`src/rtl/wtg_pkg.sv`:
```
package wtg_pkg;

    typedef enum logic [2:0] {
        OP_NONE     = 3'd0,
        OP_SAVE     = 3'd1,
        OP_RESTORE  = 3'd2,
        OP_FLUSH    = 3'd3,
        OP_SAVED    = 3'd4,
        OP_RESTORED = 3'd5
    } win_op_e;

    typedef enum logic [2:0] {
        SEL_CANSAVE    = 3'd0,
        SEL_CANRESTORE = 3'd1,
        SEL_CLEANWIN   = 3'd2,
        SEL_OTHERWIN   = 3'd3,
        SEL_WSTATE     = 3'd4,
        SEL_CWP        = 3'd5
    } win_sel_e;

    typedef enum logic {
        ST_RUN  = 1'b0,
        ST_TRAP = 1'b1
    } ctrl_state_e;

    typedef enum logic [1:0] {
        TK_SPILL = 2'd0,
        TK_FILL  = 2'd1,
        TK_CLEAN = 2'd2
    } trap_kind_e;

    localparam logic [8:0] TT_SPILL_BASE = 9'h080;
    localparam logic [8:0] TT_FILL_BASE  = 9'h0C0;
    localparam logic [8:0] TT_FOREIGN    = 9'h020;
    localparam logic [8:0] TT_CLEAN      = 9'h024;

endpackage

```
`src/rtl/wtg_type_enc.sv`:
```
module wtg_type_enc
    import wtg_pkg::*;
(
    input  trap_kind_e  kind,
    input  logic        foreign_nz,
    input  logic [5:0]  selector,
    output logic [8:0]  ttype
);

    logic [2:0] slot;
    logic [8:0] slot_bits;
    logic [8:0] foreign_bit;

    always_comb begin
        slot        = foreign_nz ? selector[5:3] : selector[2:0];
        slot_bits   = {4'b0000, slot, 2'b00};
        foreign_bit = foreign_nz ? TT_FOREIGN : 9'h000;
        unique case (kind)
            TK_SPILL: ttype = TT_SPILL_BASE | foreign_bit | slot_bits;
            TK_FILL:  ttype = TT_FILL_BASE | foreign_bit | slot_bits;
            TK_CLEAN: ttype = TT_CLEAN;
            default:  ttype = 9'h000;
        endcase
    end

endmodule

```
`src/rtl/wtg_regs.sv`:
```
module wtg_regs
    import wtg_pkg::*;
#(
    parameter int NWIN = 8,
    localparam int CW = $clog2(NWIN)
) (
    input  logic          clk,
    input  logic          rst_n,
    input  logic          cmd_save,
    input  logic          cmd_restore,
    input  logic          cmd_saved,
    input  logic          cmd_restored,
    input  logic          wr_en,
    input  win_sel_e      wr_sel,
    input  logic [7:0]    wr_data,
    output logic [CW-1:0] cansave,
    output logic [CW-1:0] canrestore,
    output logic [CW-1:0] cleanwin,
    output logic [CW-1:0] otherwin,
    output logic [5:0]    wstate,
    output logic [CW-1:0] cwp_int
);

    localparam logic [CW-1:0] LAST_W  = CW'(NWIN - 1);
    localparam logic [CW-1:0] RST_CS  = CW'(NWIN - 2);
    localparam logic [CW-1:0] ONE_W   = CW'(1);
    localparam logic [7:0]    NWIN_B  = 8'(NWIN);

    logic [CW-1:0] cs_n, cr_n, cw_n, ow_n, cwp_n;
    logic [5:0]    ws_n;
    logic [7:0]    wr_mod;

    assign wr_mod = wr_data % NWIN_B;

    always_comb begin
        cs_n  = cansave;
        cr_n  = canrestore;
        cw_n  = cleanwin;
        ow_n  = otherwin;
        ws_n  = wstate;
        cwp_n = cwp_int;
        if (wr_en) begin
            unique case (wr_sel)
                SEL_CANSAVE:    cs_n  = wr_data[CW-1:0];
                SEL_CANRESTORE: cr_n  = wr_data[CW-1:0];
                SEL_CLEANWIN:   cw_n  = wr_data[CW-1:0];
                SEL_OTHERWIN:   ow_n  = wr_data[CW-1:0];
                SEL_WSTATE:     ws_n  = wr_data[5:0];
                SEL_CWP:        cwp_n = LAST_W - wr_mod[CW-1:0];
                default:        ;
            endcase
        end else begin
            if (cmd_save) begin
                cs_n  = cansave - ONE_W;
                cr_n  = canrestore + ONE_W;
                cwp_n = (cwp_int == '0) ? LAST_W : cwp_int - ONE_W;
            end
            if (cmd_restore) begin
                cs_n  = cansave + ONE_W;
                cr_n  = canrestore - ONE_W;
                cwp_n = (cwp_int == LAST_W) ? '0 : cwp_int + ONE_W;
            end
            if (cmd_saved) begin
                cs_n = cansave + ONE_W;
                if (otherwin == '0) begin
                    cr_n = canrestore - ONE_W;
                end else begin
                    ow_n = otherwin - ONE_W;
                end
            end
            if (cmd_restored) begin
                cr_n = canrestore + ONE_W;
                if (cleanwin < LAST_W) begin
                    cw_n = cleanwin + ONE_W;
                end
                if (otherwin == '0) begin
                    cs_n = cansave - ONE_W;
                end else begin
                    ow_n = otherwin - ONE_W;
                end
            end
        end
    end

    always_ff @(posedge clk or negedge rst_n) begin
        if (!rst_n) begin
            cansave    <= RST_CS;
            canrestore <= '0;
            cleanwin   <= LAST_W;
            otherwin   <= '0;
            wstate     <= '0;
            cwp_int    <= '0;
        end else begin
            cansave    <= cs_n;
            canrestore <= cr_n;
            cleanwin   <= cw_n;
            otherwin   <= ow_n;
            wstate     <= ws_n;
            cwp_int    <= cwp_n;
        end
    end

endmodule

```
`src/rtl/wtg_ctrl.sv`:
```
module wtg_ctrl
    import wtg_pkg::*;
#(
    parameter int NWIN = 8,
    localparam int CW = $clog2(NWIN)
) (
    input  logic          clk,
    input  logic          rst_n,
    input  logic          op_valid,
    input  win_op_e       op_code,
    input  logic          wr_en,
    input  logic [CW-1:0] cansave,
    input  logic [CW-1:0] canrestore,
    input  logic [CW-1:0] cleanwin,
    input  logic [8:0]    enc_type,
    output trap_kind_e    kind,
    output logic          cmd_save,
    output logic          cmd_restore,
    output logic          cmd_saved,
    output logic          cmd_restored,
    output logic          trap_valid,
    output logic [8:0]    trap_type
);

    localparam logic [CW-1:0] FLUSH_OK = CW'(NWIN - 2);

    ctrl_state_e state, state_n;
    logic        accept;
    logic        raise;
    logic [8:0]  tt_q;

    assign accept = op_valid && !wr_en && (state == ST_RUN);

    // decision and next state
    always_comb begin
        raise        = 1'b0;
        kind         = TK_SPILL;
        cmd_save     = 1'b0;
        cmd_restore  = 1'b0;
        cmd_saved    = 1'b0;
        cmd_restored = 1'b0;
        if (accept) begin
            unique case (op_code)
                OP_SAVE: begin
                    if (cansave == '0) begin
                        raise = 1'b1;
                        kind  = TK_SPILL;
                    end else if (cleanwin == canrestore) begin
                        raise = 1'b1;
                        kind  = TK_CLEAN;
                    end else begin
                        cmd_save = 1'b1;
                    end
                end
                OP_RESTORE: begin
                    if (canrestore == '0) begin
                        raise = 1'b1;
                        kind  = TK_FILL;
                    end else begin
                        cmd_restore = 1'b1;
                    end
                end
                OP_FLUSH: begin
                    if (cansave != FLUSH_OK) begin
                        raise = 1'b1;
                        kind  = TK_SPILL;
                    end
                end
                OP_SAVED:    cmd_saved    = 1'b1;
                OP_RESTORED: cmd_restored = 1'b1;
                default:     ;
            endcase
        end
        unique case (state)
            ST_RUN:  state_n = raise ? ST_TRAP : ST_RUN;
            ST_TRAP: state_n = ST_RUN;
            default: state_n = ST_RUN;
        endcase
    end

    // state register
    always_ff @(posedge clk or negedge rst_n) begin
        if (!rst_n) begin
            state <= ST_RUN;
            tt_q  <= '0;
        end else begin
            state <= state_n;
            if (raise) begin
                tt_q <= enc_type;
            end
        end
    end

    // outputs
    always_comb begin
        trap_valid = 1'b0;
        trap_type  = '0;
        unique case (state)
            ST_TRAP: begin
                trap_valid = 1'b1;
                trap_type  = tt_q;
            end
            default: ;
        endcase
    end

endmodule

```
`src/rtl/win_trap_gen.sv`:
```
module win_trap_gen
    import wtg_pkg::*;
#(
    parameter int NWIN = 8,
    localparam int CW = $clog2(NWIN)
) (
    input  logic          clk,
    input  logic          rst_n,
    input  logic          op_valid,
    input  logic [2:0]    op_code,
    input  logic          wr_en,
    input  logic [2:0]    wr_sel,
    input  logic [7:0]    wr_data,
    output logic          trap_valid,
    output logic [8:0]    trap_type,
    output logic [CW-1:0] cwp_o,
    output logic [CW-1:0] cansave_o,
    output logic [CW-1:0] canrestore_o,
    output logic [CW-1:0] cleanwin_o,
    output logic [CW-1:0] otherwin_o,
    output logic [5:0]    wstate_o
);

    localparam logic [CW-1:0] LAST_W = CW'(NWIN - 1);

    trap_kind_e    kind;
    logic          cmd_save, cmd_restore, cmd_saved, cmd_restored;
    logic [8:0]    enc_type;
    logic [CW-1:0] cwp_int;

    wtg_ctrl #(.NWIN(NWIN)) u_ctrl (
        .clk          (clk),
        .rst_n        (rst_n),
        .op_valid     (op_valid),
        .op_code      (win_op_e'(op_code)),
        .wr_en        (wr_en),
        .cansave      (cansave_o),
        .canrestore   (canrestore_o),
        .cleanwin     (cleanwin_o),
        .enc_type     (enc_type),
        .kind         (kind),
        .cmd_save     (cmd_save),
        .cmd_restore  (cmd_restore),
        .cmd_saved    (cmd_saved),
        .cmd_restored (cmd_restored),
        .trap_valid   (trap_valid),
        .trap_type    (trap_type)
    );

    wtg_type_enc u_enc (
        .kind       (kind),
        .foreign_nz (otherwin_o != '0),
        .selector   (wstate_o),
        .ttype      (enc_type)
    );

    wtg_regs #(.NWIN(NWIN)) u_regs (
        .clk          (clk),
        .rst_n        (rst_n),
        .cmd_save     (cmd_save),
        .cmd_restore  (cmd_restore),
        .cmd_saved    (cmd_saved),
        .cmd_restored (cmd_restored),
        .wr_en        (wr_en),
        .wr_sel       (win_sel_e'(wr_sel)),
        .wr_data      (wr_data),
        .cansave      (cansave_o),
        .canrestore   (canrestore_o),
        .cleanwin     (cleanwin_o),
        .otherwin     (otherwin_o),
        .wstate       (wstate_o),
        .cwp_int      (cwp_int)
    );

    // reversed read view; a power-of-two window count needs only inversion
    generate
        if ((NWIN & (NWIN - 1)) == 0) begin : g_rev_pow2
            assign cwp_o = ~cwp_int;
        end else begin : g_rev_sub
            assign cwp_o = LAST_W - cwp_int;
        end
    endgenerate

endmodule

```
`config.mk`:
```
export PLATFORM = sky130hd
export DESIGN_NAME = win_trap_gen
export DESIGN_NICKNAME = d
export VERILOG_FILES = /design/src/rtl/wtg_pkg.sv /design/src/rtl/wtg_type_enc.sv /design/src/rtl/wtg_regs.sv /design/src/rtl/wtg_ctrl.sv /design/src/rtl/win_trap_gen.sv
export SDC_FILE = /design/constraint.sdc
export NUM_CORES = 1
export LEC_CHECK = 0
export BUFFER_PORTS_ARGS = -buffer_cell sky130_fd_sc_hd__buf_4
export CORE_UTILIZATION = 34
export CTS_CLUSTER_DIAMETER = 30
export DETAILED_ROUTE_END_ITERATION = 16
export REMOVE_ABC_BUFFERS = 1
export SYNTH_ARGS = -nofsm -noshare
export SYNTH_HDL_FRONTEND = slang
export SYNTH_HIERARCHICAL = 1
export SYNTH_SLANG_ARGS = --single-unit
export TNS_END_PERCENT = 30
```
`constraint.sdc`:
```
create_clock -name clk -period 2.7 [get_ports clk]
set_input_delay 0.135 -clock clk [delete_from_list [all_inputs] [get_ports clk]]
set_output_delay 0.135 -clock clk [all_outputs]
set_load 0.02 [all_outputs]
```
After elaboration in Yosys (flattened, before gate mapping)
Index checks and enable logic that the tools add are counted.
{"block": "totals", "ff_bits": 31, "output_inout_bits": 31, "elab_cells": 117}
{"block": "classes", "n_addsub": 9, "order_cmp": 1, "n_eq_ne": 20, "n_mux": 59, "bitwise_logic": 4, "reduce_logical": 16}
{"cell": "2-to-1 mux 3 bit", "count": 31}
{"cell": "case mux 9 bit (3 select lines)", "count": 1}
{"cell": "2-to-1 mux 1 bit", "count": 19}
{"cell": "bitwise OR 9 x 5 -> 9 bit", "count": 2}
{"cell": "== test 3 bit, second input constant", "count": 5}
{"cell": "logical NOT 3 bit", "count": 5}
{"cell": "adder 3 x 1 -> 3 bit, second input constant", "count": 4}
{"cell": "== test 3 x 2 -> 1 bit, second input constant", "count": 4}
{"cell": "subtractor 3 x 1 -> 3 bit, second input constant", "count": 4}
{"cell": "inequality test 2 x 1 -> 1 bit, second input constant", "count": 5}
{"cell": "2-to-1 mux 9 bit", "count": 1}
{"cell": "== test 3 x 1 -> 1 bit, second input constant", "count": 2}
{"cell": "2-to-1 mux 2 bit", "count": 3}
{"cell": "2-to-1 mux 6 bit", "count": 1}
{"cell": "nonzero test 3 bit", "count": 2}
{"cell": "case mux 2 bit (2 select lines)", "count": 1}
{"cell": "AND reduction 2 bit", "count": 2}
{"cell": "nonzero test 2 bit", "count": 2}
{"cell": "== test 3 bit", "count": 1}
{"cell": "less-than comparator 3 bit, second input constant", "count": 1}
{"cell": "inequality test 3 bit, second input constant", "count": 1}
{"cell": "inverter 3 bit", "count": 1}
{"cell": "case mux 1 bit (3 select lines)", "count": 1}
{"cell": "AND reduction 3 bit", "count": 1}
{"cell": "8 further kinds", "count": 9}

Longest topological paths before layout
{"block": "depth", "ltp_word": 11, "depth_mapped": 8, "depth_no_buf": 7}

By module
The synthesis kept the hierarchy.
{"module": "wtg_regs", "n_inst": 1, "cells_each": 157, "area_each_um2": 1467.7, "seq_area_each_um2": 531.8}
{"module": "wtg_ctrl", "n_inst": 1, "cells_each": 50, "area_each_um2": 575.6, "seq_area_each_um2": 250.2}
{"module": "wtg_type_enc", "n_inst": 1, "cells_each": 14, "area_each_um2": 92.6, "seq_area_each_um2": 0.0}
{"module": "win_trap_gen", "n_inst": 1, "cells_each": 4, "area_each_um2": 17.5, "seq_area_each_um2": 0.0}

Worst setup path before layout
OpenSTA, ideal clock, no wires.
{"block": "synth_path", "kind": "flip-flop to flip-flop", "from": "reg u_ctrl.state", "to": "reg u_regs.cwp_int[0]", "setup_ns": 0.141, "arrival_ns": 2.195, "path_slack_ns": 0.364, "path_stages_with_launch": 9, "n_path_buf": 2, "path_cell_list": "dfrtp_1 buf_2 nor4b_2 nand2_1 nor3_1 buf_2 nor2_1 o311ai_0 o21ai_0"}
{"block": "synth_between", "elab_chain_cells": 5, "word_cells_on_any_way": 8}
{"item": "from (decl)", "line": "wtg_ctrl.sv:27", "rtl": "ctrl_state_e state, state_n;"}
{"item": "from (signal assigned)", "line": "wtg_ctrl.sv:87", "rtl": "state <= state_n;"}
{"item": "inverter 1 bit (*)", "line": "wtg_ctrl.sv:32", "rtl": "assign accept = op_valid && !wr_en && (state == ST_RUN);"}
{"item": "logical AND 1 bit (*)", "line": "wtg_ctrl.sv:32"}
{"item": "2-to-1 mux 1 bit (*)", "line": "wtg_ctrl.sv:42", "rtl": "if (accept) begin"}
{"item": "named net cmd_restore", "line": "win_trap_gen.sv:27", "rtl": "logic cmd_save, cmd_restore, cmd_saved, cmd_restored;"}
{"item": "nonzero test 3 bit (no source line) / 2-to-1 mux 3 bit (equally long branches)"}
{"item": "AND reduction 2 bit (no source line) / 2-to-1 mux 3 bit (equally long branches)"}
{"item": "to (signal assigned)", "line": "wtg_regs.sv:99", "rtl": "cwp_int <= cwp_n;"}
{"item": "to (decl)", "line": "wtg_regs.sv:21", "rtl": "output logic [CW-1:0] cwp_int"}
Mark *: on every way through the listed nets, which the timed path passes. The rest lies on a longest branch.
A chain may end at the register's enable or synchronous reset.

Worst setup path after layout
{"block": "layout_path", "from": "reg u_ctrl.state", "to": "reg u_regs.canrestore[2]"}
{"block": "layout_between", "elab_chain_cells": 9, "word_cells_on_any_way": 12}
{"item": "inverter 1 bit (*)", "line": "wtg_ctrl.sv:32"}
{"item": "logical AND 1 bit (*)", "line": "wtg_ctrl.sv:32"}
{"item": "2-to-1 mux 1 bit (*)", "line": "wtg_ctrl.sv:42"}
{"item": "named net cmd_save", "line": "win_trap_gen.sv:27"}
{"item": "2-to-1 mux 3 bit (*)", "line": "wtg_regs.sv:53", "rtl": "if (cmd_save) begin"}
{"item": "2-to-1 mux 3 bit (*)", "line": "wtg_regs.sv:58", "rtl": "if (cmd_restore) begin"}
{"item": "2-to-1 mux 3 bit", "line": "wtg_regs.sv:65", "rtl": "if (otherwin == '0) begin"}
{"item": "2-to-1 mux 3 bit (*)", "line": "wtg_regs.sv:63", "rtl": "if (cmd_saved) begin"}
{"item": "2-to-1 mux 3 bit (*)", "line": "wtg_regs.sv:71", "rtl": "if (cmd_restored) begin"}
{"item": "2-to-1 mux 3 bit (*)", "line": "wtg_regs.sv:42", "rtl": "if (wr_en) begin"}
{"item": "to (signal assigned)", "line": "wtg_regs.sv:95", "rtl": "canrestore <= cr_n;"}
{"item": "to (decl)", "line": "wtg_regs.sv:17", "rtl": "output logic [CW-1:0] canrestore,"}
Marks and branches as above.

==> results by group <==
Worst setup path
  • CP max stage cell: dfrtp_1
  • Top delay family on crit path: simple AND/OR/NAND/NOR gates
  • Setup Crit Path Kind: flop to flop
  • Critical Path Max Stage Delay: 0.39 ns
  • Worst-path maximum fanout: 7
  • CP Buf/Inv Count: 1
  • CP Data Arrival Time: 2.34 ns
  • Worst path required time: 2.89 ns
  • Crit start category: flop
  • Crit end category: flop
  • CP Cell Sequence: nor4b_2, nand3b_1, nor3_1, buf_4, nand2_1, o31a_1, and3b_1, o31ai_1

Synthesis
  • Post-synth top area cell: dfrtp_1
  • Mapped cell area: 2150 µm²
  • Sequential fraction of the synthesis area: 36.3%
  • Synthesized area per cell: 9.57 µm²
  • Synthesis Warnings: 6
  • Post-synth cell types: 48
  • Most frequently used flop master after synthesis: dfrtp_1
  • Cell count after synthesis: 225
  • Flops & latches, synth: 31
  • Area contributors post-synth: dfrtp_1 (30%), mux2_2 (12%), ha_1 (6.4%)
  • Synth top area share: 30.2%
  • Post-synth EDFFs: 0
  • Synth async-reset ratio: 100%

Timing
  • Hold WS: 0.0820 ns
  • Final Hold Vio Count: 0
  • Clk_skew: 0.00405 ns
  • Pins Over Slew Limit: 0
  • Max Freq: 465 MHz
  • Worst-Margin Slew: 0.632 ns
  • TNS Setup: 0 ns
  • RSZ-0062 raised after global routing: false
  • Min cycle time layout: 2.15 ns
  • Endpoints failing setup: 0
  • Final worst slack: 0.549 ns
  • Period utilisation layout: 79.7%
  • Max_slew headroom: 57.6%

Global routing
  • Initial antenna violation count: 0
  • Vias in the first global route: 1646
  • Largest net degree at the start of global routing: 38
  • Global-route wire length before repair: 8.04 mm
  • Met3 usage: 3.00%
  • GRT busiest layer: met2
  • GRT Total Usage: 15.9%
  • GR Util met2: 25.5%
  • Global route overflow: 0
  • Met1 Use GR: 21.4%

Drt
  • Post-route ant nets: 0
  • Initial DRC Count: 79
  • Via count: 1754
  • Drt total wl: 4.88 mm
  • DRC: 0
  • Pre-antenna DRT Iters: 4
  • Routed WL per cell: 13.8 µm
  • Via/cell ratio: 4.95

Placed design
  • Post-Place Setup Slack: 0.562 ns
  • HPWL Detailed: 3.54 mm
  • Port bufs: 46
  • Placement Cell Area: 2600 µm²
  • Gpl congestion: 0.789

Clocking
  • CTS Sinks: 31
  • Post_cts resized: 0
  • Longest Clk Path Bufs: 2
  • H-tree depth: 2
  • Clk_lat worst skew: 0.28 ns
  • CTS tree: built
  • Reg clk slew, reported paths: 0.07 ns
  • Num CTS Buffers: 5
  • Root Driver: clkbuf_8

Finish
  • Fin nets: 307
  • Storage cell area: 782 µm²
  • Area of the multi-input gates: 1270 µm²
  • N_diodes: 0
  • Final-layout fill cell count: 622
  • Area Overhead vs Synth: 26.6%
  • Final Util: 45.2%
  • Final instance area: 2730 µm²
  • Share of layout cells above drive strength 1: 33.7%

Power
  • Pwr dens: 795 nW/µm²
  • Leak: 1.23 nW
  • Worst vdd ir: 0.000388 V

Die
  • Die X-Extent: 81.6 µm
  • IO Count: 49
  • Initial Util: 35.7%
  • Die footprint: 6660 µm²
  • Die Height: 81.6 µm
  • Cell Rows: 28
  • Core Box Area: 6030 µm²

Worst hold path
  • Worst min-delay path class: input pin to flop

Flow run
  • MaxCap Viol Count: 0

Status
  • Outcome: finished clean
cell usage in the layout, fill, tap and decap left out, types with 3 or more instances in the layout:
master    netlist  final
clkbuf_8        0      6
o21ai_0        12     12
nor2_1         11     11
ha_1           11     11
nor3_1          9      9
mux2_2         22     22
nand3_1         4      4
mux2i_1         7      7
inv_1          15     15
buf_4           3     53
o211ai_1        4      4
conb_1          1      3
and2_1          9      9
nor3b_1         5      5
xnor2_1         6      6
nor2b_1         4      4
dfstp_2         5      5
nand2_1        19     19
dfrtp_1        26     26
a21oi_1         8      8
nand3b_1        3      3
cells by family after synthesis:
| family | Yosys count | share of synthesized area, % |
|---|---|---|
| fa+ha+maj | 11 | 6.39 |
| xor+xnor | 6 | 2.44 |
| simple gates | 81 | 22.0 |
| compound gates | 41 | 12.8 |
| mux | 29 | 14.8 |
| flops | 31 | 36.3 |
| other cells | 1 | 0.174 |
| buf+inv | 25 | 5.17 |
worst reg2reg max path, delay by kind of cell, from the launching register on:
| family | cells | cell delay [ns] |
|---|---|---|
| DFF | 1 | 0.39 |
| AOI/OAI and AO/OA | 2 | 0.45 |
| buffers and inverters | 1 | 0.18 |
| and+or+nand+nor | 5 | 1.06 |
layer usage:
layer / wire length (µm) / up-vias / part of all wire (%)
met5: 0 / - / 0
met3: 164 / 7 / 3.4
li1: - / 900 / -
met1: 2300 / 814 / 47
met2: 2330 / 33 / 48
met4: 85 / 0 / 1.7
path summary, 6_finish.rpt:
| kind | endpoint | depth (start not counted) | startpoint | slack, ns |
|---|---|---|---|---|
| max | u_regs/canrestore[2]$_DFFE_PN0P_ | 8 | u_ctrl/state$_DFF_PN0_ | 0.55 |
| min | u_regs/wstate[4]$_DFFE_PN0P_ | 2 | wr_data[4] | 0.08 |
| max reg2reg | u_regs/canrestore[2]$_DFFE_PN0P_ | 8 | u_ctrl/state$_DFF_PN0_ | 0.55 |
| min reg2reg | u_ctrl/tt_q[8]$_DFFE_PN0P_ | 1 | u_ctrl/tt_q[8]$_DFFE_PN0P_ | 0.50 |
| max in group asynchronous | u_regs/cleanwin[0]$_DFFE_PN1P_ | 2 | rst_n | 2.04 |
| min in group asynchronous | u_ctrl/tt_q[0]$_DFFE_PN0P_ | 2 | rst_n | 0.33 |
layout make-up:
class | instances | area share, %
Multi-Input combinational cell | 171 | 46.5
Sequential cell | 31 | 28.7
Timing Repair Buffer | 54 | 15.0
Tap cell | 75 | 3.44
Clock buffer | 6 | 3.03
Inverter | 15 | 2.07
Clock inverter | 2 | 1.29
cells in the mapped netlist (2+ instances only):
library cell	instances
nand3b_1	3
clkbuf_1	2
xnor2_1	6
nor3_1	9
o211ai_1	4
nor2b_1	4
mux2i_1	7
a21oi_1	8
nand2b_1	2
nand2_1	19
ha_1	11
dfrtp_1	26
or3_1	2
dfstp_2	5
o22ai_1	2
nand3_1	4
and2_1	9
buf_4	3
nor4b_2	2
nand4b_1	2
buf_2	5
nor3b_1	5
o21ai_0	12
inv_1	15
and3_1	2
and3b_1	2
o31a_1	2
mux2_2	22
nor2_1	11
flip-flops by register name (all words and copies together), names as in the netlist:
register	cells
u_ctrl/state	1
u_ctrl/tt_q	9
u_regs/canrestore	3
u_regs/cansave	3
u_regs/cleanwin	3
u_regs/cwp_int	3
u_regs/otherwin	3
u_regs/wstate	6
power breakdown:
part           switching, W  internal (W)  leakage (nW)  total [W]
registers          0.000157      0.000636         0.366   0.000792
clock network      0.000181      0.000299        0.0612   0.000480
logic              0.000447      0.000448         0.803   0.000895
repair_timing:
action / 4_1_cts / 5_1_grt
hold endpoints to repair: 26 / 0
setup buffers: 0 / 0
hold buffers: 1 / 0
per-stage QoR:
| step | total power [W] | std cells |
|---|---|---|
| 2_1_floorplan | 0.00138 | 217 |
| 3_3_place_gp | 0.00168 | 345 |
| 3_5_place_dp | 0.00170 | 345 |
| 4_1_cts | 0.00219 | 354 |
| 5_1_grt | 0.00232 | 354 |
| 6_report | 0.00217 | 354 |
No activity file was read; power rests on OpenSTA's default activity.
